**src/rtl/prc_pkg.sv**
```systemverilog
package prc_pkg;
  localparam int BIT_POFF   = 0;
  localparam int BIT_FULL   = 1;
  localparam int BIT_NORMAL = 2;
  localparam int BIT_MEM    = 3;
  localparam int BIT_SLEEP  = 4;

  localparam int LINE_GLB = 0;
  localparam int LINE_SEC = 1;
  localparam int LINE_MEM = 2;
  localparam int NUM_LINES = 3;

  typedef enum logic [1:0] {SEQ_IDLE, SEQ_HOLD, SEQ_SETTLE} seqState_t;

  typedef struct packed {
    logic                 load;
    logic [NUM_LINES-1:0] mask;
    logic                 release_;
    logic                 reinit;
    logic                 legClr;
    logic                 powerOff;
    logic                 sleepSet;
  } seqStrobes_t;
endpackage

```
**src/rtl/prc_ctrl.sv**
```systemverilog
module prc_ctrl
  import prc_pkg::*;
#(
  parameter int unsigned ASSERT_MS = 5,
  parameter int unsigned REINIT_MS = 100,
  parameter int unsigned DATA_W    = 8
) (
  input  logic              clk,
  input  logic              rstN,
  input  logic              wrEn,
  input  logic [DATA_W-1:0] wrData,
  input  logic              msTick,
  input  logic              legacyMode,
  output seqStrobes_t       strb,
  output logic              busy
);
  localparam int unsigned MAX_MS = (ASSERT_MS > REINIT_MS) ? ASSERT_MS : REINIT_MS;
  localparam int CNT_W = $clog2(MAX_MS + 1);
  localparam logic [CNT_W-1:0] HOLD_LAST   = CNT_W'(ASSERT_MS - 1);
  localparam logic [CNT_W-1:0] SETTLE_LAST = CNT_W'(REINIT_MS - 1);

  seqState_t state;
  logic [CNT_W-1:0] tickCnt;

  always_comb begin
    strb = '0;
    strb.sleepSet = wrEn && wrData[BIT_SLEEP];
    case (state)
      SEQ_IDLE: if (wrEn) begin
        if (wrData[BIT_POFF]) begin
          strb.powerOff = 1'b1;
        end else if (wrData[BIT_FULL]) begin
          strb.load = 1'b1;
          strb.mask = '1;
        end else if (wrData[BIT_NORMAL]) begin
          strb.load = 1'b1;
          strb.mask[LINE_SEC] = 1'b1;
          strb.mask[LINE_MEM] = legacyMode;
          strb.legClr = 1'b1;
        end else if (wrData[BIT_MEM]) begin
          strb.load = 1'b1;
          strb.mask[LINE_MEM] = 1'b1;
        end
      end
      SEQ_HOLD:   strb.release_ = msTick && (tickCnt == HOLD_LAST);
      SEQ_SETTLE: strb.reinit   = msTick && (tickCnt == SETTLE_LAST);
      default: ;
    endcase
  end

  always_ff @(posedge clk) begin
    if (!rstN) begin
      state   <= SEQ_IDLE;
      tickCnt <= '0;
    end else begin
      case (state)
        SEQ_IDLE: begin
          tickCnt <= '0;
          if (strb.load) state <= SEQ_HOLD;
        end
        SEQ_HOLD: begin
          if (strb.release_) begin
            state   <= SEQ_SETTLE;
            tickCnt <= '0;
          end else if (msTick) begin
            tickCnt <= tickCnt + 1'b1;
          end
        end
        SEQ_SETTLE: begin
          if (strb.reinit) begin
            state   <= SEQ_IDLE;
            tickCnt <= '0;
          end else if (msTick) begin
            tickCnt <= tickCnt + 1'b1;
          end
        end
        default: state <= SEQ_IDLE;
      endcase
    end
  end

  assign busy = (state != SEQ_IDLE);
endmodule

```
**src/rtl/prc_datapath.sv**
```systemverilog
module prc_datapath
  import prc_pkg::*;
(
  input  logic        clk,
  input  logic        rstN,
  input  seqStrobes_t strb,
  output logic        globalRstN,
  output logic        secRstN,
  output logic        secOe,
  output logic        memRstN,
  output logic        powerOffPulse,
  output logic        legacyClr,
  output logic        reinitPulse,
  output logic        sleepFlag
);
  logic [NUM_LINES-1:0] heldMask;

  always_ff @(posedge clk) begin
    if (!rstN) begin
      heldMask      <= '0;
      powerOffPulse <= 1'b0;
      legacyClr     <= 1'b0;
      reinitPulse   <= 1'b0;
      sleepFlag     <= 1'b0;
    end else begin
      if (strb.load)          heldMask <= strb.mask;
      else if (strb.release_) heldMask <= '0;
      powerOffPulse <= strb.powerOff;
      legacyClr     <= strb.legClr;
      reinitPulse   <= strb.reinit;
      if (strb.sleepSet) sleepFlag <= 1'b1;
    end
  end

  assign globalRstN = ~heldMask[LINE_GLB];
  assign secRstN    = ~heldMask[LINE_SEC];
  assign secOe      =  heldMask[LINE_SEC];
  assign memRstN    = ~heldMask[LINE_MEM];
endmodule

```
**src/rtl/power_reset_seq.sv**
```systemverilog
module power_reset_seq
  import prc_pkg::*;
#(
  parameter int unsigned ASSERT_MS = 5,
  parameter int unsigned REINIT_MS = 100,
  parameter int unsigned DATA_W    = 8
) (
  input  logic              clk,
  input  logic              rstN,
  input  logic              ctrlWrEn,
  input  logic [DATA_W-1:0] ctrlWrData,
  input  logic              msTick,
  input  logic              legacyMode,
  output logic              globalRstN,
  output logic              secRstN,
  output logic              secOe,
  output logic              memRstN,
  output logic              powerOffPulse,
  output logic              legacyClr,
  output logic              reinitPulse,
  output logic              sleepFlag
);
  seqStrobes_t strb;
  logic seqBusy;

  prc_ctrl #(.ASSERT_MS(ASSERT_MS), .REINIT_MS(REINIT_MS), .DATA_W(DATA_W)) u_ctrl (
    .clk(clk), .rstN(rstN), .wrEn(ctrlWrEn), .wrData(ctrlWrData),
    .msTick(msTick), .legacyMode(legacyMode), .strb(strb), .busy(seqBusy)
  );

  prc_datapath u_dp (
    .clk(clk), .rstN(rstN), .strb(strb),
    .globalRstN(globalRstN), .secRstN(secRstN), .secOe(secOe), .memRstN(memRstN),
    .powerOffPulse(powerOffPulse), .legacyClr(legacyClr),
    .reinitPulse(reinitPulse), .sleepFlag(sleepFlag)
  );
endmodule

```
**config.mk**
```make
export PLATFORM = sky130hd
export DESIGN_NAME = power_reset_seq
export DESIGN_NICKNAME = d
export VERILOG_FILES = /design/src/rtl/prc_pkg.sv /design/src/rtl/prc_ctrl.sv /design/src/rtl/prc_datapath.sv /design/src/rtl/power_reset_seq.sv
export SDC_FILE = /design/constraint.sdc
export NUM_CORES = 1
export LEC_CHECK = 0
export CAP_MARGIN = 20
export CORE_ASPECT_RATIO = 0.8
export CORE_MARGIN = 5
export CORE_UTILIZATION = 40
export CTS_BUF_LIST = sky130_fd_sc_hd__clkbuf_16
export DETAILED_ROUTE_END_ITERATION = 10
export PLACE_DENSITY = 0.66
export REMOVE_ABC_BUFFERS = 1
export SYNTH_ARGS = -nofsm -noshare
export SYNTH_HDL_FRONTEND = slang
export SYNTH_HIERARCHICAL = 1
export SYNTH_SLANG_ARGS = --single-unit
```
**constraint.sdc**
```tcl
create_clock -name clk -period 2 [get_ports clk]
set_input_delay 0.3 -clock clk [delete_from_list [all_inputs] [get_ports clk]]
set_output_delay 0.3 -clock clk [all_outputs]
set_load 0.01 [all_outputs]
```
# Word-level counts from Yosys, hierarchy flattened
# Cells that the tools add are included.
[op_classes]
muxes = 21
n_eq_ne = 7
bitwise_logic = 6
n_addsub = 1
n_reduce_logical = 9
[ops]
columns = ["cell", "n"]
rows = [
  ["2-to-1 mux 7 bit", 3],
  ["one-hot mux 7 bit (3 select lines)", 1],
  ["2-to-1 mux 4 bit", 3],
  ["2-to-1 mux 2 bit", 5],
  ["2-to-1 mux 3 bit", 3],
  ["adder 7 x 1 -> 7 bit (second input constant)", 1],
  ["equality test 7 x 3 -> 1 bit (second input constant)", 1],
  ["equality test 7 bit (second input constant)", 1],
  ["inverter 1 bit", 6],
  ["one-hot mux 2 bit (3 select lines)", 1],
  ["AND reduction 3 bit", 2],
  ["2-to-1 mux 1 bit", 5],
  ["OR reduction 5 bit", 1],
  ["inequality test 2 bit (second input constant)", 2],
  ["logical AND 1 bit", 3],
  ["nonzero test 3 bit", 1],
  ["equality test 2 x 1 -> 1 bit (second input constant)", 1],
  ["equality test 2 bit (second input constant)", 1],
  ["logical NOT 2 bit", 1],
  ["inequality test 2 x 1 -> 1 bit (second input constant)", 1],
  ["nonzero test 2 bit", 1],
]
[word_totals]
reg_bits = 16
in_bits = 13

# Logic depth before layout (Yosys ltp)
[depth]
depth_word = 8
ltp_mapped = 7
ltp_nobuf = 7

# By module
# The synthesis kept the hierarchy.
[modules_own_cells]
columns = ["mod", "instances", "seq_area_each_um2", "area_per_inst_um2", "cells_each"]
rows = [
  ["prc_ctrl", 1, 180.2, 732.0, 98],
  ["prc_datapath", 1, 140.1, 226.5, 22],
]

# Least setup slack after synthesis
# OpenSTA, ideal clock, no wires.
[synth_path]
path_type = "register -> register"
from = "register u_ctrl.tickCnt[3]"
to = "register u_ctrl.tickCnt[5]"
arrival_time_ns = 1.527
n_path_buf = 1
slack_ns = 0.340
path_stages_with_launch = 6
t_required_ns = 1.868
cell_sequence = "dfxtp_1 > or3b_1 > buf_6 > o311a_4 > o2111ai_1 > o311ai_1"
[synth_between]
elab_chain_cells = 5
[synth_lines]
columns = ["element", "line_no", "text"]
rows = [
  ["from (decl)", "prc_ctrl.sv:23", "logic [CNT_W-1:0] tickCnt;"],
  ["from (signal assigned)", "prc_ctrl.sv:66", "tickCnt <= tickCnt + 1'b1;"],
  ["from (signal assigned)", "prc_ctrl.sv:74", "tickCnt <= tickCnt + 1'b1;"],
  ["parallel branches: the longest is 4 deep, another holds adder 7 x 1 -> 7 bit", "-", ""],
  ["one-hot mux 7 bit (3 select lines) (*)", "prc_ctrl.sv:56", "case (state)"],
]
# Every way passes the cells marked *.
# A chain may end at the register's enable or synchronous reset.

# Worst setup path after layout
[layout_path]
from = "input msTick"
to = "register u_ctrl.tickCnt[5]"
[layout_between]
elab_chain_cells = 4
[layout_lines]
columns = ["element", "line_no", "text"]
rows = [
  ["from (decl)", "power_reset_seq.sv:12", "input logic msTick,"],
  ["logical AND 1 bit (on tied branches)", "prc_ctrl.sv:46, prc_ctrl.sv:45", ""],
  ["2-to-1 mux 1 bit", "prc_ctrl.sv:28", "case (state)"],
  ["2-to-1 mux 7 bit (on tied branches)", "prc_ctrl.sv:70, prc_ctrl.sv:62", ""],
  ["one-hot mux 7 bit (3 select lines) (*)", "prc_ctrl.sv:56", ""],
]
# Mark *: on every way between the ends. The rest lies on a longest branch, timed or not.

==> qor.csv <==
metric,value,unit
core area,2215,um^2
"delay-heaviest family, CP",buffers and inverters,
vias per std cell,5.720,
initial antenna violation count,0,
Synth top area share,33.42,%
Yosys cell types,35,
GR met3 Demand/Resource,5.010,%
IO buf count,17,
YS warnings,6,
crit path launch type,input pin,
Fin. Hold Viols,0,
worst skew pair latency,250,ps
Post-synth EDFFs,0,
fin crit share,95.78,%
largest stage delay on the critical path,470,ps
number of remaining DRC errors,0,
via count,961,
multi-input logic area,570.5,um^2
worst IR drop on VDD,0.5828,mV
placer congestion estimate,0.7581,
"Cell Count, Final, Fillers Out",168,
Synth Area in Simple Gates,31.46,%
Slew headroom,72.81,%
FMAX,0.5220,GHz
die area,3481,um^2
synth top area cells,"dfxtp_1 (33%), ha_1 (7.8%), nand2_1 (5.9%)",
Starting Density,43.28,%
post-CTS sizing,0,
hold-fix buffer count after cts,0,
Worst-Margin Slew,406.3,ps
share of post-route cells with drive strength above 1,11.89,%
Die Ht,53.78,um
Cells after DPL,165,
unrepaired setup endpoints after global routing,false,
WL/cell,13.94,um
leak pwr,0.4779,nW
CTS H-tree depth,1,
synthesized cell area,958.4,um^2
Period minus WS final,1916,ps
Bufs and invs on worst path,2,
Syn Area/Cell,7.987,um^2
dpl ws,-153.4,ps
Synth Instances,120,
CTS tree,yes,
grt ovf,0,
setup violators final,0,
GRT Max-Usage Layer,met2,
PD cells,653.3,nW/um^2
CTS Sinks,16,
DR pass1 iterations,4,
largest family of logic cells by synthesized area,simple AND/OR/NAND/NOR gates,
Synth Area in Adders,7.833,%
"most common cell after layout, fill and taps aside",clkdlybuf4s50_1,
Max Cap Violations,0,
#FFs+latches synth,16,
largest net degree at the start of global routing,23,
Worst path slowest cell,clkdlybuf4s50_1,
"Arr. time, crit path",2030,ps
Layout Nets,164,
most frequent cells in the layout,"clkdlybuf4s50_1 (17), dfxtp_1 (16), nand2_1 (15), inv_1 (12), nor2_1 (11)",
Crit path required time,2110,ps
async set-reset flop share out of synthesis,0,%
CP Capture Type,flip-flop,
grt met1 use,19.40,%
Hold Crit Class,reg -> reg,
CTS Buf Count,3,
critical-path cell list,clkdlybuf4s50_1 -> or3b_1 -> buf_4 -> o211a_2 -> nor2_1 -> o311ai_1,
clk slew on worst S/H paths,50,ps
first-pass GRT wire length,3.850,mm
Filler cells,218,
Pwr Total,0.8240,mW
fraction of synthesized area in multiplexers,1.044,%
Synth Flop Type,dfxtp_1,
DPL Wire Length,1.806,mm
max-slew violation count,0,
CTS Root Cell,clkbuf_16,
area grow syn2layout,31.59,%
xor/xnor cell area share of the yosys netlist,0.9138,%
Post-DRT Antenna Nets,0,
register area share after synthesis,33.42,%
FF/Latch Area,320.3,um^2
Crit Path Category,in -> reg,
Die W,64.73,um
clk_skew,3.107,ps
GRT met2 Usage,21.90,%
post-layout util,56.95,%
Compound-Gate Fraction of Synth Area,18.28,%
Starting DRT DRC Count,53,
# rows,15,
final setup margin,84.43,ps
Clock Path Buffers,2,
vias in the first global route,837,
gr usage total,14.62,%
Worst Path Max Fanout,8,
"area leader, netlist",dfxtp_1,
Antenna diodes,0,
io pins,21,
status,finished clean,
"Setup Fix Bufs, Post-CTS",0,
final WL,2.342,mm
-- state kept, by name, summed over array words and instances, names as in the netlist --
name	flops
u_ctrl/tickCnt	7
u_ctrl/state	2
u_dp/sleepFlag	1
u_dp/legacyClr	1
u_dp/reinitPulse	1
u_dp/powerOffPulse	1
u_dp/heldMask	3
-- per-stage QoR --
stage	hold WS (ps)	setup TNS, ps	cell area, um^2
after floorplan	435.5	0	939.7
after global placement	452.9	-686.1	1186
after detailed placement	475.1	-1105	1186
after CTS	481.7	0	1261
after global routing	514.5	0	1261
final	472.0	0	1261
-- routing by layer --
layer / vias to the layer above / wire length, um
met2: 32 / 1053
li1: 478 / -
met3: 4 / 132
met1: 447 / 1122
met5: - / 0
met4: 0 / 34
-- worst min-delay path: stages (launching register included) --
cell	delay, ps
dfxtp_1	290
inv_1	60
o41ai_1	70
-- worst paths after layout --
kind,from,cells past startpoint,end,slack (ps)
setup / recovery,msTick,6,u_ctrl/tickCnt[5],80
setup reg to reg,u_ctrl/tickCnt[3],5,u_ctrl/tickCnt[5],230
hold reg to reg,u_dp/heldMask[0],2,u_dp/heldMask[0],470
hold / removal,u_dp/heldMask[0],2,u_dp/heldMask[0],470
-- logic make-up after synthesis --
kind of cell | count (synthesis)
AOI/OAI and AO/OA | 20
xor gates and xnor gates | 1
buffers and inverters | 16
adders and majority gates | 6
DFF | 16
and+or+nand+nor | 60
muxes | 1
-- cell usage after synthesis, types with 3 or more instances --
master,n
dfxtp_1,16
nand2_1,15
nor3_1,9
nor2_1,11
o41ai_1,3
and2_2,3
ha_1,6
o22ai_1,3
o2111ai_1,3
nand3_1,9
inv_1,12
-- power by group --
part | total, mW | leakage [nW] | switching [mW] | internal [mW]
combinational | 0.110 | 0.311 | 0.0568 | 0.0532
clock | 0.382 | 0.0370 | 0.120 | 0.262
sequential | 0.332 | 0.130 | 0.00476 | 0.327
-- final cells by class --
cell class              count  share of cell area [%]
inverters                  13                   3.869
well taps                  25                   2.480
repair buffers             23                   17.06
multi-input cells          88                   45.24
flip-flops and latches     16                   25.40
clock buffers               3                   5.952
(Power assumes the default switching activity.)
